$ cat src/rtl/txpat_pkg.sv
package txpat_pkg;

  typedef enum logic [2:0] {
    SRC_ONES = 3'd0,
    SRC_ALT  = 3'd1,
    SRC_PRBS = 3'd2,
    SRC_LOOP = 3'd3,
    SRC_DATA = 3'd4
  } src_t;

  // Fixed priority: forced ones, alternate, PRBS, loop code, payload.
  function automatic src_t pick_src(input logic force_ones, input logic alt,
                                    input logic prbs, input logic lcode);
    if (force_ones)  return SRC_ONES;
    else if (alt)    return SRC_ALT;
    else if (prbs)   return SRC_PRBS;
    else if (lcode)  return SRC_LOOP;
    else             return SRC_DATA;
  endfunction

endpackage

$ cat src/rtl/txpat_prbs.sv
module txpat_prbs #(
  parameter int E1_N = 15,
  parameter int E1_T = 14,
  parameter int T1_N = 20,
  parameter int T1_T = 17,
  parameter int MAXZ = 14
) (
  input  logic clk,
  input  logic rst,
  input  logic arm,
  input  logic adv,
  input  logic e1,
  output logic pbit
);
  localparam int ZW = $clog2(MAXZ + 2);

  logic [T1_N-1:0] st, st_use;
  logic [ZW-1:0]   zcnt, zcnt_use;
  logic            arm_q, rise, raw;

  assign rise     = arm & ~arm_q;
  assign st_use   = rise ? '1 : st;
  assign zcnt_use = rise ? '0 : zcnt;
  assign raw      = e1 ? (st_use[E1_N-1] ^ st_use[E1_T-1])
                       : (st_use[T1_N-1] ^ st_use[T1_T-1]);
  assign pbit     = raw | (~e1 & (zcnt_use == ZW'(MAXZ)));

  always_ff @(posedge clk) begin
    if (rst) begin
      st    <= '1;
      zcnt  <= '0;
      arm_q <= 1'b0;
    end else begin
      arm_q <= arm;
      if (adv) begin
        st <= {st_use[T1_N-2:0], raw};
        if (e1 || pbit) zcnt <= '0;
        else            zcnt <= zcnt_use + 1'b1;
      end else if (rise) begin
        st   <= '1;
        zcnt <= '0;
      end
    end
  end

  // the zero run of the capped sequence never passes the limit
  a_r7_zero_cap: assert property (@(posedge clk) disable iff (rst)
    zcnt <= ZW'(MAXZ));

  // a rising enable without a slot leaves the generator at its seed
  a_r8_reseed: assert property (@(posedge clk) disable iff (rst)
    (arm && !arm_q && !adv) |=> (st == '1 && zcnt == '0));

endmodule

$ cat src/rtl/txpat_loop.sv
module txpat_loop #(
  parameter int CODE_W = 16,
  localparam int IW    = $clog2(CODE_W)
) (
  input  logic              clk,
  input  logic              rst,
  input  logic              arm,
  input  logic              adv,
  input  logic [CODE_W-1:0] code,
  input  logic [IW-1:0]     len,
  output logic              lbit
);
  logic [IW-1:0] idx, idx_use;
  logic          arm_q, rise;

  assign rise    = arm & ~arm_q;
  assign idx_use = rise ? len : idx;
  assign lbit    = code[idx_use];

  always_ff @(posedge clk) begin
    if (rst) begin
      idx   <= '0;
      arm_q <= 1'b0;
    end else begin
      arm_q <= arm;
      if (adv)       idx <= (idx_use == '0) ? len : idx_use - 1'b1;
      else if (rise) idx <= len;
    end
  end

  // after sending bit 0 the word restarts at its MSB
  a_r9_wrap: assert property (@(posedge clk) disable iff (rst)
    (adv && idx_use == '0) |=> (idx == $past(len)));

endmodule

$ cat src/rtl/tx_pattern_sel.sv
module tx_pattern_sel
  import txpat_pkg::*;
#(
  parameter int CODE_W = 16,
  parameter int E1_N   = 15,
  parameter int E1_T   = 14,
  parameter int T1_N   = 20,
  parameter int T1_T   = 17,
  parameter int MAXZ   = 14,
  localparam int IW    = $clog2(CODE_W)
) (
  input  logic              clk,
  input  logic              rst,
  input  logic              tick,
  input  logic              pay_bit,
  input  logic              data_on,
  input  logic              auto_ones,
  input  logic              carrier_lost,
  input  logic              alt_on,
  input  logic              prbs_on,
  input  logic              loop_on,
  input  logic              e1_mode,
  input  logic [CODE_W-1:0] loop_code,
  input  logic [IW-1:0]     loop_len,
  output logic              line_bit,
  output logic              line_vld
);
  src_t src;
  logic force_ones, alt_ph, pbit, lbit, nxt;
  logic adv_prbs, adv_loop;

  assign force_ones = ~data_on | (auto_ones & carrier_lost);
  assign src        = pick_src(force_ones, alt_on, prbs_on, loop_on);
  assign adv_prbs   = tick & (src == SRC_PRBS);
  assign adv_loop   = tick & (src == SRC_LOOP);

  txpat_prbs #(.E1_N(E1_N), .E1_T(E1_T), .T1_N(T1_N), .T1_T(T1_T), .MAXZ(MAXZ))
    u_prbs (.clk(clk), .rst(rst), .arm(prbs_on), .adv(adv_prbs), .e1(e1_mode),
            .pbit(pbit));

  txpat_loop #(.CODE_W(CODE_W))
    u_loop (.clk(clk), .rst(rst), .arm(loop_on), .adv(adv_loop), .code(loop_code),
            .len(loop_len), .lbit(lbit));

  always_comb begin
    unique case (src)
      SRC_ONES: nxt = 1'b1;
      SRC_ALT:  nxt = alt_ph;
      SRC_PRBS: nxt = pbit;
      SRC_LOOP: nxt = lbit;
      default:  nxt = pay_bit;
    endcase
  end

  always_ff @(posedge clk) begin
    if (rst) begin
      line_bit <= 1'b1;
      line_vld <= 1'b0;
      alt_ph   <= 1'b1;
    end else begin
      line_vld <= tick;
      if (tick) line_bit <= nxt;
      if (tick && src == SRC_ALT) alt_ph <= ~alt_ph;
    end
  end

  // reset values are visible on the first cycle after reset
  a_r1_reset_ones: assert property (@(posedge clk) disable iff (rst)
    $past(rst) |-> (line_bit && !line_vld));

  // strobe follows the slot enable by one cycle
  a_r2_strobe: assert property (@(posedge clk) disable iff (rst)
    tick |=> line_vld);

  // without a slot the line bit holds
  a_r2_hold: assert property (@(posedge clk) disable iff (rst)
    !tick |=> ($stable(line_bit) && !line_vld));

  // data disabled means ones on the line
  a_r3_disabled_ones: assert property (@(posedge clk) disable iff (rst)
    (tick && !data_on) |=> line_bit);

  // automatic ones on carrier loss
  a_r4_auto_ones: assert property (@(posedge clk) disable iff (rst)
    (tick && auto_ones && carrier_lost) |=> line_bit);

endmodule

$ cat config.mk
export PLATFORM = sky130hd
export DESIGN_NAME = tx_pattern_sel
export DESIGN_NICKNAME = d
export VERILOG_FILES = /design/src/rtl/txpat_pkg.sv /design/src/rtl/txpat_prbs.sv /design/src/rtl/txpat_loop.sv /design/src/rtl/tx_pattern_sel.sv
export SDC_FILE = /design/constraint.sdc
export NUM_CORES = 1
export LEC_CHECK = 0
export BUFFER_PORTS_ARGS = -buffer_cell sky130_fd_sc_hd__buf_2
export CAP_MARGIN = 20
export CORE_ASPECT_RATIO = 0.5
export CORE_MARGIN = 1
export CORE_UTILIZATION = 56
export CTS_BUF_LIST = sky130_fd_sc_hd__clkbuf_8
export DETAILED_ROUTE_END_ITERATION = 8
export GPL_TIMING_DRIVEN = 0
export PLACE_DENSITY = 0.85
export SYNTH_ARGS = -nofsm -noshare
export SYNTH_HDL_FRONTEND = slang
export SYNTH_SLANG_ARGS = --single-unit
$ cat constraint.sdc
create_clock -name clk -period 2.49 [get_ports clk]
set_input_delay 0.1245 -clock clk [delete_from_list [all_inputs] [get_ports clk]]
set_output_delay 0.1245 -clock clk [all_outputs]
set_load 0.05 [all_outputs]
==> impl_metrics.toml, run 1 <==
[clock_tree]
clock_latency_ps = 280
tritoncts = "done"
post_cts_buffers = 0
clockBufferDepth = 2
cts_resized = 0
cts_hold_buf = 0
root_buffer = "clkbuf_8"
cts-buffers-inserted = 5
path_clk_slew_ps = 70
cts_max_level = 2
cts.sinks = 33

[die]
fp.dieH_um = 39.8
die_w_um = 77.6
die-area_mm2 = 0.00309
ios = 33
core_mm2 = 0.00265
start_util_pct = 60.4
fp-row-count = 13

[critical_path]
critPathTopFamily = "multiplexers"
critPathLaunch = "u_loop.arm_q"
slowest_delay_ps = 300
slowest_stage = "dfxtp_1"
crit_buf_inv = 2
setup.worst_path.end = "u_loop.idx[0]"
setup.reg_to_reg.worst_slack_ps = 440
startpoint_type = "register"
reg2reg_from = "u_loop.arm_q"
path_depth = 9
crit_fanout = 10
path_class = "register to register"
cp.arrival_ps = 2210
r2r_end = "u_loop.idx[0]"
path_cells = "nand2b_1 -> buf_6 -> mux2i_1 -> buf_2 -> ha_1 -> nand3_1 -> mux2_2 -> a21oi_1 -> nor2_1"
r2r_cells = 9
cp.required_ps = 2650
crit_path_end_kind = "register"

[global_routing]
grt_pass1_wl_um = 4920
grt_use_total_pct = 21.4
grt_max_degree = 11
grt_pass1_vias = 1173
grt.overflow.total = 0
antenna_found_initial = 0

[final_layout]
area_growth_pct = 18.0
fin_util_pct = 71.2
final_area_mm2 = 0.00189
drive_gt1_share_pct = 19.7
fin_nets = 267
fillCellCount = 196
antenna_cells = 0

[routing]
route.detailed.drc = 0
vias = 1458
drt_iter0_drc = 101
routedWlPerCell_um = 11.6
drtAntennaViolNets = 0
via_per_inst = 5.40
wirelength_um = 3120
first_pass_iters = 4

[synth]
yosys_warnings = 0
netlist_instances = 195
synth-seq-cells = 33
post-synth-top-count-cell = "nand2_1"
async_reset_ff_share_pct = 0
synth_cell_types = 35
synth_area_per_cell_um2 = 8.21
yosys-top-cells-count = "nand2_1 (47), dfxtp_1 (33), nand3_1 (22)"
synthesis.nets = 229
syn_area_mm2 = 0.00160
yosys-top-cells-area = "dfxtp_1 (41%), nand2_1 (11%), mux2i_1 (6.9%), nand3_1 (6.9%), nor2_1 (3.3%)"
synth_largest_area_cell = "dfxtp_1"
synth_edf_count = 0
ys_dominant_reg_cell = "dfxtp_1"
ys_seq_area_share_pct = 41.3
synth_top_area_share_pct = 41.3

[run]
maxCapViolCount = 0

[placed_design]
place_ws_ps = 452
gp_congestion = 0.851
dp_hpwl_um = 2220
dpl_cell_area_mm2 = 0.00180
io_buffers = 31

[sta]
slew_viol_final = 0
setup_viol = 0
clock.fmax_mhz = 487
finalHoldViolCount = 0
finalWorstSetupSlack_ps = 436
rsz0062_at_grt = "no"
post-route-min-period_ps = 2050
worst_pin_slew_ps = 722
slew_headroom_pct = 51.8
setup_tns_ps = 0
fin_worst_skew_ps = 5.06
post-route-period-util_pct = 82.5

[worst_hold_path]
hold_path_depth = 2
hold_class = "input port to register"

[power_and_ir_drop]
power_mw = 1.11
power_density_mw_per_mm2 = 587
peakVddDrop_uv = 352
power_leakage_nw = 0.897

[outcome]
status = "finished, final reports clean"
## state kept, by name (all words and copies together), names as in the netlist
register	cells
u_loop.idx	4
u_prbs.st	20
u_prbs.zcnt	4
u_prbs.arm_q	1
line_bit	1
u_loop.arm_q	1
line_vld	1
alt_ph	1
## layout by cell type (no fill, tap or decap), types with 3 or more instances in the layout
cell type  synthesis  final
nor2_1            14     14
clkbuf_8           0      6
ha_1               3      3
nand2_1           47     47
dfxtp_1           33     33
nand3_1           22     22
o21ai_0            6      6
nor2b_1            4      4
xnor2_1            4      4
mux2i_1           11     11
nor3_1             3      3
mux2_2             4      4
buf_2              1     32
inv_1              5      6
nand2b_1           3      3
clkbuf_1           7      7
a21oi_1            4      4
## power by group
part	leakage, nW	internal, mW	total (mW)	switching, mW
clock	0.0485	0.215	0.394	0.179
combinational	0.579	0.0733	0.166	0.0922
sequential	0.269	0.542	0.549	0.00708
## how the worst min path moves through the flow
stage	to	from	slack [ps]
after floorplan	line_vld	tick	250
after global placement	line_vld	tick	390
after detailed placement	line_vld	tick	390
after CTS	line_vld	tick	110
after global routing	u_loop.arm_q	loop_on	120
final	u_loop.arm_q	loop_on	110
## through the flow
stage / hold WS (ps) / std cells
6_report: 107 / 270
3_3_place_gp: 387 / 263
5_1_grt: 122 / 270
3_5_place_dp: 391 / 263
4_1_cts: 106 / 270
2_1_floorplan: 253 / 195
## cell families (layout without fill, tap and decap cells)
logic type                 Yosys count  in the layout  share of synthesized area, %
and+or+nand+nor                    102            102                          29.2
DFF                                 33             33                          41.3
muxes                               16             16                          11.1
buffers and inverters               14             52                          3.83
AOI/OAI and AO/OA                   21             21                          8.91
adders and majority gates            3              3                          2.35
xor gates and xnor gates             6              6                          3.28
## layer usage
metal	part of all wire [%]	routed length, um	GRT usage [%]
met4	0.93	29	7.55
met1	48	1500	24.9
met3	5.3	167	6.51
met2	46	1430	38.7
met5	0	0	0
## final cells by class
class	count	area, um2	area share, %
sequential	33	661	35.0
clock buffer	6	82.6	4.37
multi-input combinational	148	878	46.5
timing repair buffer	31	155	8.22
buffer	9	42.5	2.25
clock inverter	1	3.75	0.199
inverter	5	18.8	0.994
tap	37	46.3	2.45
(Power assumes the default switching activity.)
==> run 2: changes to the inputs <==
Settings changed: ABC_AREA set to 1, CORE_UTILIZATION 56 to 57, PLACE_DENSITY 0.85 to 0.86.
Clock period 2.49 ns to 2 ns, I/O delays scaled along.
==> impl_metrics.toml, run 2 <==
[sta]
rsz0062_at_grt = "no"
setup_tns_ps = 0
post-route-period-util_pct = 82.0
clock.fmax_mhz = 610
setup_viol = 0
finalHoldViolCount = 0
fin_worst_skew_ps = 5.80
post-route-min-period_ps = 1640
slew_headroom_pct = 67.8
worst_pin_slew_ps = 483
slew_viol_final = 0

[synth]
synth_top_area_share_pct = 37.4
post-synth-top-count-cell = "nand3_1"
ys_dominant_reg_cell = "dfxtp_1"
synth-seq-cells = 33
ys_seq_area_share_pct = 37.4
yosys-top-cells-count = "nand3_1 (42), nand2_1 (40), o21ai_0 (37)"
netlist_instances = 245
yosys-top-cells-area = "dfxtp_1 (37%), nand3_1 (12%), o21ai_0 (10%), nand2_1 (8.5%), inv_1 (3.8%)"
synth_edf_count = 0
synth_cell_types = 29
synthesis.nets = 279
yosys_warnings = 0
syn_area_mm2 = 0.00176
synth_area_per_cell_um2 = 7.20
async_reset_ff_share_pct = 0
synth_largest_area_cell = "dfxtp_1"

[clock_tree]
path_clk_slew_ps = 70
clockBufferDepth = 2
root_buffer = "clkbuf_8"
cts.sinks = 33
cts-buffers-inserted = 5
tritoncts = "done"
cts_max_level = 2
cts_hold_buf = 0
cts_resized = 0
post_cts_buffers = 0
clock_latency_ps = 280

[routing]
first_pass_iters = 4
via_per_inst = 5.56
top_layer = "met4"
vias = 1790
drtAntennaViolNets = 0
route.detailed.drc = 0
routedWlPerCell_um = 12.4
met2_length_um = 1900
wirelength_um = 4000
met1Wirelength_um = 1870
wl_met3_um = 207
drt_iter0_drc = 87

[global_routing]
grt_use_total_pct = 26.3
antenna_found_initial = 0
grt_pass1_vias = 1573
grt_pass1_wl_um = 6420
grt.overflow.total = 0
grt_max_degree = 11

[final_layout]
drive_gt1_share_pct = 23.5
area_growth_pct = 17.4
final_common_cell = "nand3_1"
layout_common_cells = "nand3_1 (42), nand2_1 (40), o21ai_0 (37)"
largest_reg_flops = 20
fin_nets = 318
fin_util_pct = 74.9
regMostFlops = "u_prbs.st"
top_regs = "u_prbs.st: 20 flops, u_loop.idx: 4 flops, u_prbs.zcnt: 4 flops"
antenna_cells = 0

[critical_path]
cp.required_ps = 2230
path_cells = "inv_1 -> nand2_4 -> nand2_1 -> nand2_2 -> ha_1 -> nand2_2 -> nor2_4 -> nand2_1 -> o211ai_2 -> o211ai_2 -> inv_2"
crit_path_end_kind = "register"
crit_fanout = 7
cp.arrival_ps = 1870
startpoint_type = "register"
critPathTopFamily = "simple AND/OR/NAND/NOR gates"
slowest_delay_ps = 330
slowest_stage = "dfxtp_1"
path_class = "register to register"
crit_buf_inv = 2

[die]
core_mm2 = 0.00277
fp.dieH_um = 41.3
die-area_mm2 = 0.00334
start_util_pct = 63.8
ios = 33
die_w_um = 80.7
fp-row-count = 13

[power_and_ir_drop]
power_density_mw_per_mm2 = 720
power_leakage_nw = 0.913
peakVddDrop_uv = 527

[outcome]
status = "finished, final reports clean"

[worst_hold_path]
hold_class = "input port to register"

[placed_design]
dp_hpwl_um = 2860
gp_congestion = 0.812
io_buffers = 32

[run]
maxCapViolCount = 0
run 2: area by class of cell:
| class | count | area (um2) |
|---|---|---|
| fill | 230 | 693 |
| timing repair buffer | 32 | 160 |
| buffer | 10 | 43.8 |
| tap | 37 | 46.3 |
| clock inverter | 1 | 5.00 |
| inverter | 22 | 88.8 |
| clock buffer | 7 | 96.3 |
| sequential | 33 | 661 |
| multi-input combinational | 180 | 971 |
run 2: kinds of logic after synthesis:
family	Yosys count	synth area share [%]
simple gates	116	32.0
buf+inv	32	7.52
compound gates	60	20.4
xor+xnor	1	0.497
flops	33	37.4
fa+ha+maj	3	2.13
run 2: worst paths after layout:
check | from | endpoint | slack (ps) | depth (start not counted)
max | u_loop.arm_q | u_loop.idx[1] | 360 | 11
min | tick | line_vld | 130 | 3
max reg2reg | u_loop.arm_q | u_loop.idx[1] | 360 | 11
min reg2reg | line_bit | line_bit | 480 | 2
run 2: metal layers:
layer | vias up | global-route usage, %
met1 | 826 | 29.2
met3 | 4 | 7.61
met5 | - | 0
li1 | 909 | -
met2 | 51 | 52.5
met4 | 0 | 6.70
run 2: power breakdown:
part,switching [mW],total [mW],internal [mW],leakage [nW]
clock network,0.242,0.553,0.311,0.0542
logic,0.160,0.249,0.0888,0.589
registers,0.0103,0.689,0.679,0.270
run 2: metrics by stage:
| stage | total power [mW] | setup WS, ps | std cells | cell area (um2) | hold slack, ps |
|---|---|---|---|---|---|
| 2_1_floorplan | 0.873 | 550 | 245 | 1760 | 236 |
| 3_3_place_gp | 0.941 | 439 | 314 | 1970 | 393 |
| 3_5_place_dp | 0.949 | 383 | 314 | 1970 | 420 |
| 4_1_cts | 1.49 | 366 | 322 | 2070 | 128 |
| 5_1_grt | 1.56 | 197 | 322 | 2070 | 126 |
| 6_report | 1.49 | 361 | 322 | 2070 | 128 |
run 2: worst reg2reg max path: cells and delay by family, from the launching register on:
family                   cells  cell delay [ps]
AND/OR/NAND/NOR              6              720
AO/OA/AOI/OAI                2              180
buffers and inverters        2              150
adder cells (fa/ha/maj)      1              210
flip-flops                   1              330
